`src/rtl/lshift_pkg.sv`:
```
package lshift_pkg;
  typedef enum logic {
    SH_RIGHT = 1'b0,
    SH_LEFT  = 1'b1
  } shift_dir_e;
endpackage

```
`src/rtl/lshift_barrel.sv`:
```
// Zero-filling barrel shifter; one stage per bit of the word-index part of the count.
module lshift_barrel #(
  parameter int DATA_W = 32,
  parameter int AMT_W  = 8
) (
  input  logic [DATA_W-1:0] din,
  input  logic [AMT_W-1:0]  amt,
  input  logic              to_left,
  output logic [DATA_W-1:0] dout
);
  localparam int STG = $clog2(DATA_W);
  localparam logic [AMT_W-1:0] FULL = AMT_W'(DATA_W);

  logic [STG:0][DATA_W-1:0] stage;
  logic                     overrun;

  assign stage[0] = din;

  for (genvar k = 0; k < STG; k++) begin : g_stage
    assign stage[k+1] = !amt[k] ? stage[k]
                      : (to_left ? (stage[k] << (2**k)) : (stage[k] >> (2**k)));
  end

  // Counts of a full word or more push every bit out.
  assign overrun = (amt >= FULL);
  assign dout    = overrun ? '0 : stage[STG];
endmodule

```
`src/rtl/lshift_carry.sv`:
```
// Picks the last bit shifted out; decides when the carry is kept or cleared.
module lshift_carry #(
  parameter int DATA_W = 32,
  parameter int AMT_W  = 8
) (
  input  logic [DATA_W-1:0] din,
  input  logic [AMT_W-1:0]  amt,
  input  logic              to_left,
  input  logic              upd_en,
  input  logic              cur_carry,
  output logic              nxt_carry
);
  localparam int STG = $clog2(DATA_W);
  localparam logic [AMT_W-1:0] FULL = AMT_W'(DATA_W);
  localparam logic [STG-1:0]   ONE  = STG'(1);

  logic [STG-1:0] low;
  logic [STG-1:0] idx;

  // For n in 1..DATA_W the low bits wrap so that n = DATA_W maps to 0:
  // right takes bit n-1, left takes bit DATA_W-n.
  assign low = amt[STG-1:0];
  assign idx = to_left ? (STG'(0) - low) : (low - ONE);

  always_comb begin
    nxt_carry = cur_carry;
    if (upd_en && (amt != '0)) begin
      if (amt > FULL) nxt_carry = 1'b0;
      else            nxt_carry = din[idx];
    end
  end
endmodule

```
`src/rtl/lshift_flag_reg.sv`:
```
module lshift_flag_reg (
  input  logic clk,
  input  logic rst,
  input  logic en,
  input  logic d,
  output logic q
);
  always_ff @(posedge clk) begin
    if (rst)     q <= 1'b0;
    else if (en) q <= d;
  end
endmodule

```
`src/rtl/lshift_unit.sv`:
```
module lshift_unit #(
  parameter int DATA_W = 32,
  parameter int AMT_W  = 8
) (
  input  logic              clk,
  input  logic              rst,
  input  logic [DATA_W-1:0] operand,
  input  logic [AMT_W-1:0]  amount,
  input  logic              dir_left,
  input  logic              flag_en,
  output logic [DATA_W-1:0] result,
  output logic              carry_next,
  output logic              carry_q
);
  import lshift_pkg::*;

  shift_dir_e dir;
  logic       go_left;

  assign dir     = shift_dir_e'(dir_left);
  assign go_left = (dir == SH_LEFT);

  lshift_barrel #(.DATA_W(DATA_W), .AMT_W(AMT_W)) u_barrel (
    .din     (operand),
    .amt     (amount),
    .to_left (go_left),
    .dout    (result)
  );

  lshift_carry #(.DATA_W(DATA_W), .AMT_W(AMT_W)) u_carry (
    .din       (operand),
    .amt       (amount),
    .to_left   (go_left),
    .upd_en    (flag_en),
    .cur_carry (carry_q),
    .nxt_carry (carry_next)
  );

  lshift_flag_reg u_flag (
    .clk (clk),
    .rst (rst),
    .en  (flag_en),
    .d   (carry_next),
    .q   (carry_q)
  );
endmodule

```
`config.mk`:
```
export PLATFORM = sky130hd
export DESIGN_NAME = lshift_unit
export DESIGN_NICKNAME = d
export VERILOG_FILES = /design/src/rtl/lshift_pkg.sv /design/src/rtl/lshift_barrel.sv /design/src/rtl/lshift_carry.sv /design/src/rtl/lshift_flag_reg.sv /design/src/rtl/lshift_unit.sv
export SDC_FILE = /design/constraint.sdc
export NUM_CORES = 1
export LEC_CHECK = 0
export ABC_AREA = 1
export BUFFER_PORTS_ARGS = -buffer_cell sky130_fd_sc_hd__buf_2
export CAP_MARGIN = 10
export CORE_MARGIN = 2
export CORE_UTILIZATION = 57
export DETAILED_ROUTE_END_ITERATION = 6
export PLACE_DENSITY = 0.81
export SKIP_LAST_GASP = 1
export SLEW_MARGIN = 5
export SYNTH_ARGS = -nofsm -noshare
export SYNTH_HDL_FRONTEND = slang
export SYNTH_SLANG_ARGS = --single-unit
export TNS_END_PERCENT = 30
```
`constraint.sdc`:
```
create_clock -name clk -period 2.1 [get_ports clk]
set_clock_uncertainty 0.15 [all_clocks]
set_input_delay 0 -clock clk [delete_from_list [all_inputs] [get_ports clk]]
set_output_delay 0 -clock clk [all_outputs]
set_load 0.02 [all_outputs]
```
==> summary.md <==
| Metric | Value |
|---|---|
| Outcome | `finished with violations` |
| Violated checks | `design-rule violations` |
| Antenna Nets Post-Route | `0` |
| CTS hold repair buffers | `0` |
| Count of pins over their slew limit | `0` |
| Hold Crit Class | `input pin to register` |
| Worst hold path stage count | `2` |
| Share of cells above drive strength 1 | `0.144` |
| Yosys top cell by area | `nand2_1` |
| Routed vias | `5330` |
| Die area | `6780 sq um` |
| Register area share after synthesis | `0.00572` |
| Worst reg2reg setup slack | `1.37 ns` |
| Compound-gate portion of the synthesized area | `0.0668` |
| Top routing layer used | `met4` |
| Power Total | `0.00103 W` |
| Average wire per standard cell | `14.1 um` |
| Min Tclk post-route | `1.95 ns` |
| PortBufs | `77` |
| Hold_sp | `rst` |
| Area of the mapped netlist | `3500 sq um` |
| Area contributors post-synth | `nand2_1 (43%), nand3_1 (29%), nor2_1 (4.0%)` |
| Maximum achievable frequency | `512 MHz` |
| Nets | `873` |
| Critical Path RT | `1.95 ns` |
| Multi-input gate area in the final layout | `3080 sq um` |
| DRT iter0 DRCs | `682` |
| Clock Latency Late Sink | `0 ns` |
| Synth top area share | `0.434` |
| Post-Synth Simple-Gate Area | `0.793` |
| Syn_area_per_cell | `4.50 sq um` |
| Ports | `78` |
| Area growth syn-to-layout | `10.7%` |
| Worst reg2reg path depth | `2` |
| Setup Buffers After CTS | `0` |
| Residual DRC | `2` |
| Dominant register cell in the synthesized netlist | `dfxtp_1` |
| Synth cell types | `33` |
| Startpoint Class | `input pin` |
| Die Wd | `82.4 um` |
| Worst hold slack | `0.0153 ns` |
| Post-synthesis adder-cell area fraction | `0.00357` |
| TritonRoute pass-1 iters | `7` |
| Hold Fails Final Rpt | `0` |
| Period utilization | `0.930` |
| Post-synth EDFFs | `0` |
| Register area | `20.0 sq um` |
| Peak VDD IR | `0.000197 V` |
| FP Rows | `28` |
| Max reg flops | `1` |
| Vias per cell | `5.92` |
| Starting density of the core | `0.591` |
| Largest registers | `u_flag.q (1)` |
| Total track usage | `0.386` |
| DR WL met3 | `1270 um` |
| GPL Wtd Cong | `1.03` |
| Proportion of synthesized area in mux cells | `0` |
| Crit path max fanout | `9` |
| Largest family of logic cells by synthesized area | `simple AND/OR/NAND/NOR gates` |
| Core ar. | `5920 sq um` |
| Register bit total from synthesis | `1` |
| Initial antenna violation count | `0` |
| Largest net degree at the start of global routing | `41` |
| Detailed Route WL | `12700 um` |
| Type of the worst setup path | `input pin to output port` |
| Fillcell total | `627` |
| Vias in the first global route | `4446` |
| Worst rel slew slack | `0.622` |
| Syn_nets | `823` |
| Leakage power | `2.18 nW` |
| Post-synthesis xor/xnor area fraction | `0.0154` |
| Max-Cap Viols | `0` |
| WP data arrival | `1.80 ns` |
| Most flops, register | `u_flag.q` |
| Post-synthesis cell count | `778` |
| Diode count | `0` |
| GRT overflow | `0` |
| First-pass GRT wire length | `21200 um` |
| Metal2 WL | `5870 um` |
| DP HPWL | `9950 um` |
| Met1 WL | `5160 um` |
| CP startpoint | `amount[0]` |
| Tightest Pin Transition | `0.565 ns` |
| PD cells | `266 nW/um^2` |
| Post-synth ARST share | `0` |
| YS warnings | `0` |
| Crit Reg-Reg Startpoint | `u_flag.q` |
| Die Ht | `82.4 um` |
| CP endpoint kind | `output port` |
| RSZ-0062 raised after global routing | `true` |
| Final setup vio count | `0` |
| Clock-pin transition on the worst setup and hold timing paths | `0 ns` |
-- metal layers --
layer,track usage,vias to the layer above
li1,-,2634
met1,0.534,2298
met2,0.629,345
met3,0.0413,53
met4,0.108,0
met5,0,-
-- worst paths after layout --
check,end
min reg2reg,u_flag.q
max,carry_next
max reg2reg,u_flag.q
min,u_flag.q
-- through the flow --
step / cell area (sq um) / util / std cells / setup WS, ns / setup TNS [ns]
after floorplan: 3500 / - / 778 / 0.261 / 0
after global placement: 3860 / 0.653 / 901 / 0.199 / 0
after detailed placement: 3860 / 0.653 / 901 / 0.126 / 0
after CTS: 3860 / 0.653 / 901 / 0.124 / 0
after global routing: 3880 / 0.655 / 901 / -0.00986 / -0.0169
final: 3880 / 0.655 / 901 / 0.147 / 0
-- cells by family (layout without fill, tap and decap cells) --
kind of cell | Yosys count | after routing
AOI/OAI and AO/OA | 43 | 43
xor gates and xnor gates | 4 | 4
adders and majority gates | 1 | 1
buffers and inverters | 71 | 119
DFF | 1 | 1
and+or+nand+nor | 658 | 658
-- synth_stat cells, types with 3 or more instances --
master	n
a31oi_1	3
inv_2	5
buf_1	5
clkbuf_1	9
nor2_1	37
a21oi_1	21
o21ai_0	11
inv_1	13
o21ai_1	4
buf_6	8
nand3_1	201
nand3_2	3
buf_4	11
nand2_1	405
nand2_2	4
buf_2	15
-- critical path, stage by stage --
cell and delay (ns):
buf_2 0.14, inv_4 0.07, ha_1 0.36, xnor2_4 0.29
inv_2 0.15, nand3_1 0.13, nand3_1 0.07, nand3_1 0.08
nand2_1 0.08, nand2_1 0.06, nand3_1 0.12, nand2_1 0.09
buf_2 0.16
-- cells in the final DEF, fill, tap and decap left out, types with 2 or more instances in the layout --
cell type | Yosys | layout
xor2_1 | 2 | 2
buf_12 | 0 | 4
a31oi_1 | 3 | 3
nand2_1 | 405 | 405
nand3_2 | 3 | 3
o21ai_0 | 11 | 11
inv_1 | 13 | 12
inv_4 | 2 | 2
o21ai_1 | 4 | 4
nor2_2 | 2 | 2
clkinv_1 | 2 | 2
inv_2 | 5 | 6
a21oi_1 | 21 | 21
nand4_1 | 2 | 2
nor2_1 | 37 | 37
buf_2 | 15 | 77
buf_4 | 11 | 14
o211ai_1 | 2 | 2
nand3_1 | 201 | 201
nand2_2 | 4 | 4
-- power by group --
group          internal, W  switching [W]
Combinational     0.000322       0.000689
Sequential       0.0000199    0.000000197
Clock                    0              0
-- layout make-up --
type                    instances  area share
flip-flops and latches          1     0.00516
repair buffers                 97       0.154
inverters                      22      0.0226
well taps                      75      0.0242
multi-input cells             706       0.794
-- repair_timing --
item	CTS	global route
gates resized for setup	0	4
setup endpoints to repair	0	32
hold endpoints to repair	0	0
Power figures use the tool's default switching activity.
